**config.mk**
```make
export PLATFORM = sky130hd
export DESIGN_NAME = nru_repl_ctrl
export DESIGN_NICKNAME = d
export VERILOG_FILES = /design/src/rtl/nru_pkg.sv /design/src/rtl/nru_state_mem.sv /design/src/rtl/nru_hold_reg.sv /design/src/rtl/nru_repl_ctrl.sv
export SDC_FILE = /design/constraint.sdc
export NUM_CORES = 1
export LEC_CHECK = 0
export ABC_CLOCK_PERIOD_IN_PS = 2100
export BUFFER_PORTS_ARGS = -buffer_cell sky130_fd_sc_hd__buf_2
export CORE_MARGIN = 5
export CORE_UTILIZATION = 52
export DETAILED_ROUTE_END_ITERATION = 16
export GPL_TIMING_DRIVEN = 1
export PLACE_DENSITY_LB_ADDON = 0.3
export SKIP_LAST_GASP = 1
export SLEW_MARGIN = 10
export SYNTH_ARGS = -nofsm -noshare
export SYNTH_HDL_FRONTEND = slang
export SYNTH_SLANG_ARGS = --single-unit
```
**constraint.sdc**
```tcl
create_clock -name clk -period 2.1 [get_ports clk]
set_clock_uncertainty 0.1 [all_clocks]
set_input_delay 0.105 -clock clk [delete_from_list [all_inputs] [get_ports clk]]
set_output_delay 0.105 -clock clk [all_outputs]
set_load 0.01 [all_outputs]
```
**src/rtl/nru_pkg.sv**
```systemverilog
package nru_pkg;
  localparam int unsigned MAXW = 32;

  // Lowest index below n whose bit is clear; 0 when none is clear.
  function automatic logic [4:0] lowest_clear(input logic [MAXW-1:0] v, input int unsigned n);
    logic [4:0] r;
    r = '0;
    for (int i = MAXW - 1; i >= 0; i--) begin
      if (i < n && !v[i]) r = 5'(i);
    end
    return r;
  endfunction

  // New row after an allocation from the held row.
  function automatic logic [MAXW-1:0] alloc_row(input logic [MAXW-1:0] held,
                                                input logic [MAXW-1:0] sel,
                                                input int unsigned n);
    logic full;
    full = 1'b1;
    for (int i = 0; i < MAXW; i++) begin
      if (i < n && !held[i]) full = 1'b0;
    end
    return full ? sel : (held | sel);
  endfunction
endpackage

```
**src/rtl/nru_state_mem.sv**
```systemverilog
module nru_state_mem #(
  parameter int SETS  = 64,
  parameter int WAYS  = 4,
  parameter int SET_W = $clog2(SETS),
  parameter int WAY_W = $clog2(WAYS)
) (
  input  logic             clk,
  input  logic             rst_n,
  input  logic [SET_W-1:0] rd_set,
  output logic [WAYS-1:0]  rd_bits,
  input  logic             full_we,
  input  logic [SET_W-1:0] full_set,
  input  logic [WAYS-1:0]  full_bits,
  input  logic             bit_we,
  input  logic [SET_W-1:0] bit_set,
  input  logic [WAY_W-1:0] bit_way
);
  logic [WAYS-1:0] rows [SETS];

  assign rd_bits = rows[rd_set];

  always_ff @(posedge clk) begin
    if (!rst_n) begin
      for (int s = 0; s < SETS; s++) rows[s] <= '0;
    end else if (full_we) begin
      rows[full_set] <= full_bits;
    end else if (bit_we) begin
      rows[bit_set][bit_way] <= 1'b1;
    end
  end

  // a single-bit write sets that bit and leaves the others unchanged
  p_hit_sets_bit_r6: assert property (@(posedge clk) disable iff (!rst_n)
    (bit_we && !full_we) |=> rows[$past(bit_set)][$past(bit_way)]);
  p_hit_keeps_others_r6: assert property (@(posedge clk) disable iff (!rst_n)
    (bit_we && !full_we && !$past(!rst_n)) |=>
      ((rows[$past(bit_set)] | (WAYS'(1) << $past(bit_way))) ==
       ($past(rows[bit_set]) | (WAYS'(1) << $past(bit_way)))));
endmodule

```
**src/rtl/nru_hold_reg.sv**
```systemverilog
module nru_hold_reg #(
  parameter int WAYS  = 4,
  parameter int WAY_W = $clog2(WAYS)
) (
  input  logic             clk,
  input  logic             rst_n,
  input  logic             take,
  input  logic [WAYS-1:0]  rd_bits,
  input  logic             release_hold,
  output logic             pending,
  output logic [WAYS-1:0]  held_bits,
  output logic             victim_valid,
  output logic [WAY_W-1:0] victim_way
);
  import nru_pkg::*;

  logic [4:0] pick;
  assign pick = lowest_clear(MAXW'(rd_bits), WAYS);

  always_ff @(posedge clk) begin
    if (!rst_n) begin
      pending      <= 1'b0;
      held_bits    <= '0;
      victim_valid <= 1'b0;
      victim_way   <= '0;
    end else begin
      victim_valid <= take;
      if (take) begin
        pending    <= 1'b1;
        held_bits  <= rd_bits;
        victim_way <= WAY_W'(pick);
      end else if (release_hold) begin
        pending <= 1'b0;
      end
    end
  end

  // the victim's bit was clear, unless the set was full
  p_victim_free_r2: assert property (@(posedge clk) disable iff (!rst_n)
    (victim_valid && !(&held_bits)) |-> !held_bits[victim_way]);
  // a full set gives way 0
  p_full_way0_r3: assert property (@(posedge clk) disable iff (!rst_n)
    (victim_valid && (&held_bits)) |-> (victim_way == '0));
  // held bits stay put while pending without a new take
  p_held_stable_r7: assert property (@(posedge clk) disable iff (!rst_n)
    (pending && !take) |=> $stable(held_bits));
endmodule

```
**src/rtl/nru_repl_ctrl.sv**
```systemverilog
module nru_repl_ctrl #(
  parameter int SETS  = 64,
  parameter int WAYS  = 4,
  localparam int SET_W = $clog2(SETS),
  localparam int WAY_W = $clog2(WAYS)
) (
  input  logic             clk,
  input  logic             rst_n,
  input  logic             dec_valid,
  input  logic [SET_W-1:0] dec_set,
  output logic             dec_busy,
  output logic             victim_valid,
  output logic [WAY_W-1:0] victim_way,
  input  logic             enc_valid,
  input  logic [SET_W-1:0] enc_set,
  input  logic [WAY_W-1:0] enc_way,
  input  logic             enc_hit
);
  import nru_pkg::*;

  logic            pending;
  logic [WAYS-1:0] held_bits;
  logic [WAYS-1:0] rd_bits;
  logic [WAYS-1:0] new_row;
  logic [MAXW-1:0] row_wide;
  logic            dec_take;
  logic            alloc_fire;
  logic            single_fire;

  assign dec_busy    = pending;
  assign dec_take    = dec_valid && !pending;
  assign alloc_fire  = enc_valid && !enc_hit && pending;
  assign single_fire = enc_valid && (enc_hit || !pending);
  assign row_wide    = alloc_row(MAXW'(held_bits), MAXW'(1) << enc_way, WAYS);
  assign new_row     = row_wide[WAYS-1:0];

  nru_state_mem #(.SETS(SETS), .WAYS(WAYS)) u_mem (
    .clk(clk), .rst_n(rst_n),
    .rd_set(dec_set), .rd_bits(rd_bits),
    .full_we(alloc_fire), .full_set(enc_set), .full_bits(new_row),
    .bit_we(single_fire), .bit_set(enc_set), .bit_way(enc_way)
  );

  nru_hold_reg #(.WAYS(WAYS)) u_hold (
    .clk(clk), .rst_n(rst_n),
    .take(dec_take), .rd_bits(rd_bits), .release_hold(alloc_fire),
    .pending(pending), .held_bits(held_bits),
    .victim_valid(victim_valid), .victim_way(victim_way)
  );

  // accepted decode gives a victim pulse next cycle
  p_victim_after_dec_r2: assert property (@(posedge clk) disable iff (!rst_n)
    (dec_valid && !dec_busy) |=> victim_valid);
  // a refused decode gives no pulse
  p_busy_reject_r7: assert property (@(posedge clk) disable iff (!rst_n)
    (dec_valid && dec_busy) |=> !victim_valid);
  // a full held set is rewritten with exactly one bit
  p_reset_onehot_r5: assert property (@(posedge clk) disable iff (!rst_n)
    (alloc_fire && (&held_bits)) |-> ($countones(new_row) == 1));
  // allocation ends the pending state
  p_alloc_release_r4: assert property (@(posedge clk) disable iff (!rst_n)
    alloc_fire |=> !dec_busy);
  // a hit leaves the pending state alone
  p_hit_keeps_pend_r6: assert property (@(posedge clk) disable iff (!rst_n)
    (enc_valid && enc_hit && !dec_valid) |=> (dec_busy == $past(dec_busy)));
endmodule

```
# Word-level counts from Yosys, hierarchy flattened
# Memories as Yosys holds them, arrays and structs flattened.
# Cells that the tools add are included.
[op_classes]
muxes = 28
n_addsub = 0
reduce_logical = 10
eq_ne = 0
n_div = 0
bitwise_logic = 5
shifts = 1
n_mul = 0
magnitude_cmp = 2
[op_table]
columns = ["op", "count"]
rows = [
  ["1-bit two-way mux", 18],
  ["4-bit two-way mux", 4],
  ["2-bit two-way mux", 4],
  ["6-bit two-way mux", 1],
  ["1-bit logical AND", 5],
  ["1-bit bitwise OR", 4],
  ["4-bit bitwise OR", 1],
  ["4-bit OR reduction", 1],
  ["1-bit by 2-bit left shift with 4-bit output (first input constant)", 1],
  ["2-bit by 3-bit < comparator with 1-bit output (second input constant)", 1],
  ["1-bit demux with 2-bit select", 1],
  ["2-bit by 1-bit greater-or-equal comparator with 1-bit output (second input constant)", 1],
  ["1-bit zero test", 2],
  ["2-bit nonzero test", 1],
  ["1-bit logical OR", 1],
]
[word_totals]
n_memories = 1
latch_bits = 0
ram_bits = 256
ff_bits = 8
inputBits = 19
romBits = 0
[memory_table]
columns = ["memory", "depth", "width", "read_ports", "rd_clocked_by_memory_dff", "wr", "line", "source"]
rows = [
  ["u_mem.rows", 64, 4, 1, 0, 64, "nru_state_mem.sv:18", "logic [WAYS-1:0] rows [SETS];"],
]

# Logic depth before layout (Yosys ltp)
[depth]
depth_word = 10
depth_mapped = 11
depth_no_buf = 7

# Cells and area by module
# Synthesis repeated with hierarchy kept, for this count alone.
[unflattened]
cells_unflattened = 1192
hier_area_um2 = 13437.9
[by_module_without_submodules]
columns = ["mod", "n_inst", "cells_per_inst", "area_each_um2", "seq_area_each_um2"]
rows = [
  ["nru_state_mem", 1, 1149, 13037.5, 7687.4],
  ["nru_hold_reg", 1, 29, 314.1, 160.2],
  ["nru_repl_ctrl", 1, 14, 86.3, 0.0],
]

# Least setup slack after synthesis
# No wires, ideal clock.
[synth_timing]
path_kind = "reg2reg"
startpoint = "register u_hold.pending"
endpoint = "memory u_mem.rows[10][3], data pin"
slack_ns = 0.042
stages_incl_launch_ff = 8
required_ns = 1.735
period_less_slack_ns = 2.058
t_arrival_ns = 1.693
cell_sequence = "dfxtp_1 > nor2b_1 > o21ai_0 > clkbuf_1 > o21bai_1 > clkbuf_1 > buf_1 > nor2_1"
[synth_lines]
columns = ["element", "line", "source"]
rows = [
  ["start: declaration", "nru_hold_reg.sv:10", "output logic pending,"],
  ["start signal: assignment", "nru_hold_reg.sv:22", "pending <= 1'b0;"],
  ["start signal: assignment", "nru_hold_reg.sv:29", "pending <= 1'b1;"],
  ["start signal: assignment", "nru_hold_reg.sv:33", "pending <= 1'b0;"],
  ["end: declaration", "nru_state_mem.sv:18", ""],
]

# Final worst setup path
[layout_timing]
startpoint = "memory u_mem.rows[13][2]"
endpoint = "register u_hold.victim_way[0]"
[layout_via]
elab_chain_cells = 4
[layout_lines]
columns = ["element", "line", "source"]
rows = [
  ["memory read 64 x 4 bit", "n/a", ""],
  ["2-bit two-way mux (3 in series)", "nru_pkg.sv:9", "if (i < n && !v[i]) r = 5'(i);"],
  ["end signal: assignment", "nru_hold_reg.sv:31", "victim_way <= WAY_W'(pick);"],
  ["end: declaration", "nru_hold_reg.sv:13", "output logic [WAY_W-1:0] victim_way"],
]
# Every way passes these cells.
# A chain may end at the register's enable or synchronous reset.

==> flow_metrics.py <==
metrics = {
    "outcome": {
        "status": "finished, violations left",
        "violations": "negative setup slack",
    },
    "drt": {
        "drt_iter0_markers": 1552,
        "num_vias": 10200,
        "via_per_inst": 6.36,
        "wl_mm": 34.6,
        "drtAntennaViolNets": 0,
        "drt-pass1-iter-count": 6,
        "drcViolationCount": 0,
        "wl_per_cell_um": 21.5,
    },
    "timing": {
        "max_clock_freq_mhz": 462,
        "finalHoldViolations": 0,
        "min_period_ns": 2.16,
        "slew_headroom_pct": 21.7,
        "finalCritPeriodShare_pct": 103,
        "finalWorstSetupSlack_ns": -0.0640,
        "setup_tns_ns": -0.181,
        "setup_violations": 4,
        "drv_slew": 0,
        "max_slew.worst_pin.slew_ns": 1.17,
        "rsz0062_at_grt": "true",
        "timing.hold.ws_ns": 0.106,
    },
    "clocking": {
        "clock_latency_ns": 0.54,
        "cts_buffers": 29,
        "root_buffer": "clkbuf_16",
        "clock_path_buffers": 3,
        "cts_tree": "done",
        "htreeDepth": 1,
        "clk_pin_slew_ns": 0.06,
        "cts.sinks": 264,
    },
    "logic_synthesis": {
        "netlist_instances": 1237,
        "seq_area_frac_synth_pct": 58.3,
        "synth_flop_cell": "edfxtp_1",
        "synth.avg_cell_area_sq_um": 10.9,
        "synth_top_area_cell": "edfxtp_1",
        "yosysWarnings": 0,
        "syn_nets": 1256,
        "synth_cell_type_count": 54,
        "synth_top_area_share_pct": 57.1,
        "synth_edf_count": 256,
        "netlist_area_sq_um": 13500,
        "synthArstFlopShare_pct": 0,
        "ys_top_cells_by_area": "edfxtp_1, o21ai_0, nor2_1, mux4_2, mux2i_1",
        "synth_seq_cells": 264,
    },
    "worst_hold_path": {
        "worstHoldPathType": "in -> reg",
    },
    "setup_path": {
        "cp-start-kind": "register",
        "worst_ep_arrival_time_ns": 2.50,
        "critical_path_class": "reg -> reg",
        "cp.required_ns": 2.44,
        "cp_max_fo": 3,
        "endpoint_kind": "register",
    },
    "power": {
        "power_density_nw_per_um2": 802,
        "ir_drop_uv": 679,
        "leakage_nw": 5.10,
        "total_power_mw": 12.3,
    },
    "placement": {
        "placed_cell_area_sq_um": 14300,
        "preCtsSetupSlack_ns": -0.381,
        "placedCellCount": 1550,
        "place_hpwl_mm": 22.1,
        "portBuffers": 22,
        "gp_congestion": 0.876,
    },
    "floorplan": {
        "start_util_pct": 53.1,
        "die_w_um": 171,
        "dieArea_sq_um": 29200,
        "num_rows": 58,
        "io_pins": 23,
        "core_area_sq_um": 25300,
        "die_h_um": 171,
    },
    "finish": {
        "postLayoutCoreUtil_pct": 60.3,
        "final_cells": 1606,
        "num_antenna_cells": 0,
        "drive_above_1_share_pct": 16.9,
        "area_growth_pct": 13.6,
        "layout.nets": 1273,
        "fin_area_sq_um": 15300,
    },
    "flow_run": {
        "cap_viol_max_count": 0,
    },
    "global_route": {
        "grt_pass1_vias": 9553,
        "grt_usage_pct": 23.6,
        "antenna_found_initial": 0,
        "grt_max_degree": 265,
        "globalRouteOverflowTotal": 0,
        "grt_pass1_wl_mm": 54.0,
    },
}
-- routing by layer --
metal  global-route usage, %  share of wire (%)  up-vias
li1                        -                  -     4537
met1                    33.1                 40     5078
met2                    39.4                 49      532
met3                    3.65                9.3       67
met4                    5.61                2.1        0
met5                       0                  0        -
-- cells by family after synthesis --
group	after synthesis	synth area share [%]
flops	264	58.3
mux	87	10.4
simple gates	438	13.9
buf+inv	126	4.30
compound gates	322	13.0
-- layout by cell type, fill, tap and decap left out, types with 5 or more instances in the layout --
cell type  instances
a221oi_1           6
nand2b_1          10
and2_1             5
nand4_1            6
a22oi_1            7
buf_2             20
dfxtp_1            8
a21oi_1           10
nor3b_1            7
nor2_1           267
mux2i_1           42
buf_4             74
clkinv_2           7
a211oi_1           8
buf_12            12
clkinv_1           6
clkbuf_16         29
o21ai_0          259
nor3_1             5
nand2_1           87
mux4_2            36
nor2b_1           17
nand3_1           12
edfxtp_1         256
-- final cells by class --
class | instances | area [sq um]
tap | 330 | 413
clock buffer | 30 | 729
fill | 2032 | 10000
timing repair buffer | 110 | 937
inverter | 2 | 7.51
clock inverter | 23 | 229
multi-input combinational | 847 | 5120
sequential | 264 | 7850
-- registers in the layout (all words and copies together) (netlist names) --
register,flops
u_hold.victim_way,2
u_hold.held_bits,4
u_mem.rows,256
u_hold.pending,1
u_hold.victim_valid,1
-- worst max-delay path, stage by stage, from the launching register on --
cell,delay [ns]
edfxtp_1,0.41
mux4_2,0.50
mux2i_2,0.22
nand2_1,0.08
and3_4,0.19
nor4_4,0.30
o21ai_2,0.08
a22o_1,0.17
-- report_power, final --
| part | switching [mW] | internal (mW) | total (mW) |
|---|---|---|---|
| combinational | 0.661 | 0.432 | 1.09 |
| clock | 2.14 | 3.02 | 5.16 |
| sequential | 0.0638 | 5.93 | 6.00 |
-- synth_stat cells (6+ instances only) --
library cell and instances:
nand3_1 12, nor2_1 267, dfxtp_1 8, nand4_1 6, a221oi_1 6, buf_4 8
nor2b_1 17, nor3b_1 7, mux4_1 7, edfxtp_1 256, clkbuf_1 87, a21oi_1 10
a211oi_1 9, buf_1 14, buf_2 8, a22oi_1 7, nand2b_1 10, mux2i_1 44
nand2_1 87, o21ai_0 264, mux4_2 33
-- timing repair --
item / in CTS / in global routing
pin swaps: 7 / 6
hold endpoints to repair: 5 / 0
gates resized for setup: 9 / 4
buffers inserted: 0 / 0
hold buffers: 3 / 0
endpoints found under the setup margin: 4 / 5
cloned: 0 / 0
-- final timing paths --
check | cells after the start | slack [ns] | to | from
min | 3 | 0.11 | u_mem.rows[48][3] | rst_n
max | 7 | -0.06 | u_hold.victim_way[0] | u_mem.rows[13][2]
min reg2reg | 2 | 0.43 | u_hold.held_bits[1] | u_hold.held_bits[1]
max reg2reg | 7 | -0.06 | u_hold.victim_way[0] | u_mem.rows[13][2]
No activity file was read; power rests on OpenSTA's default activity.
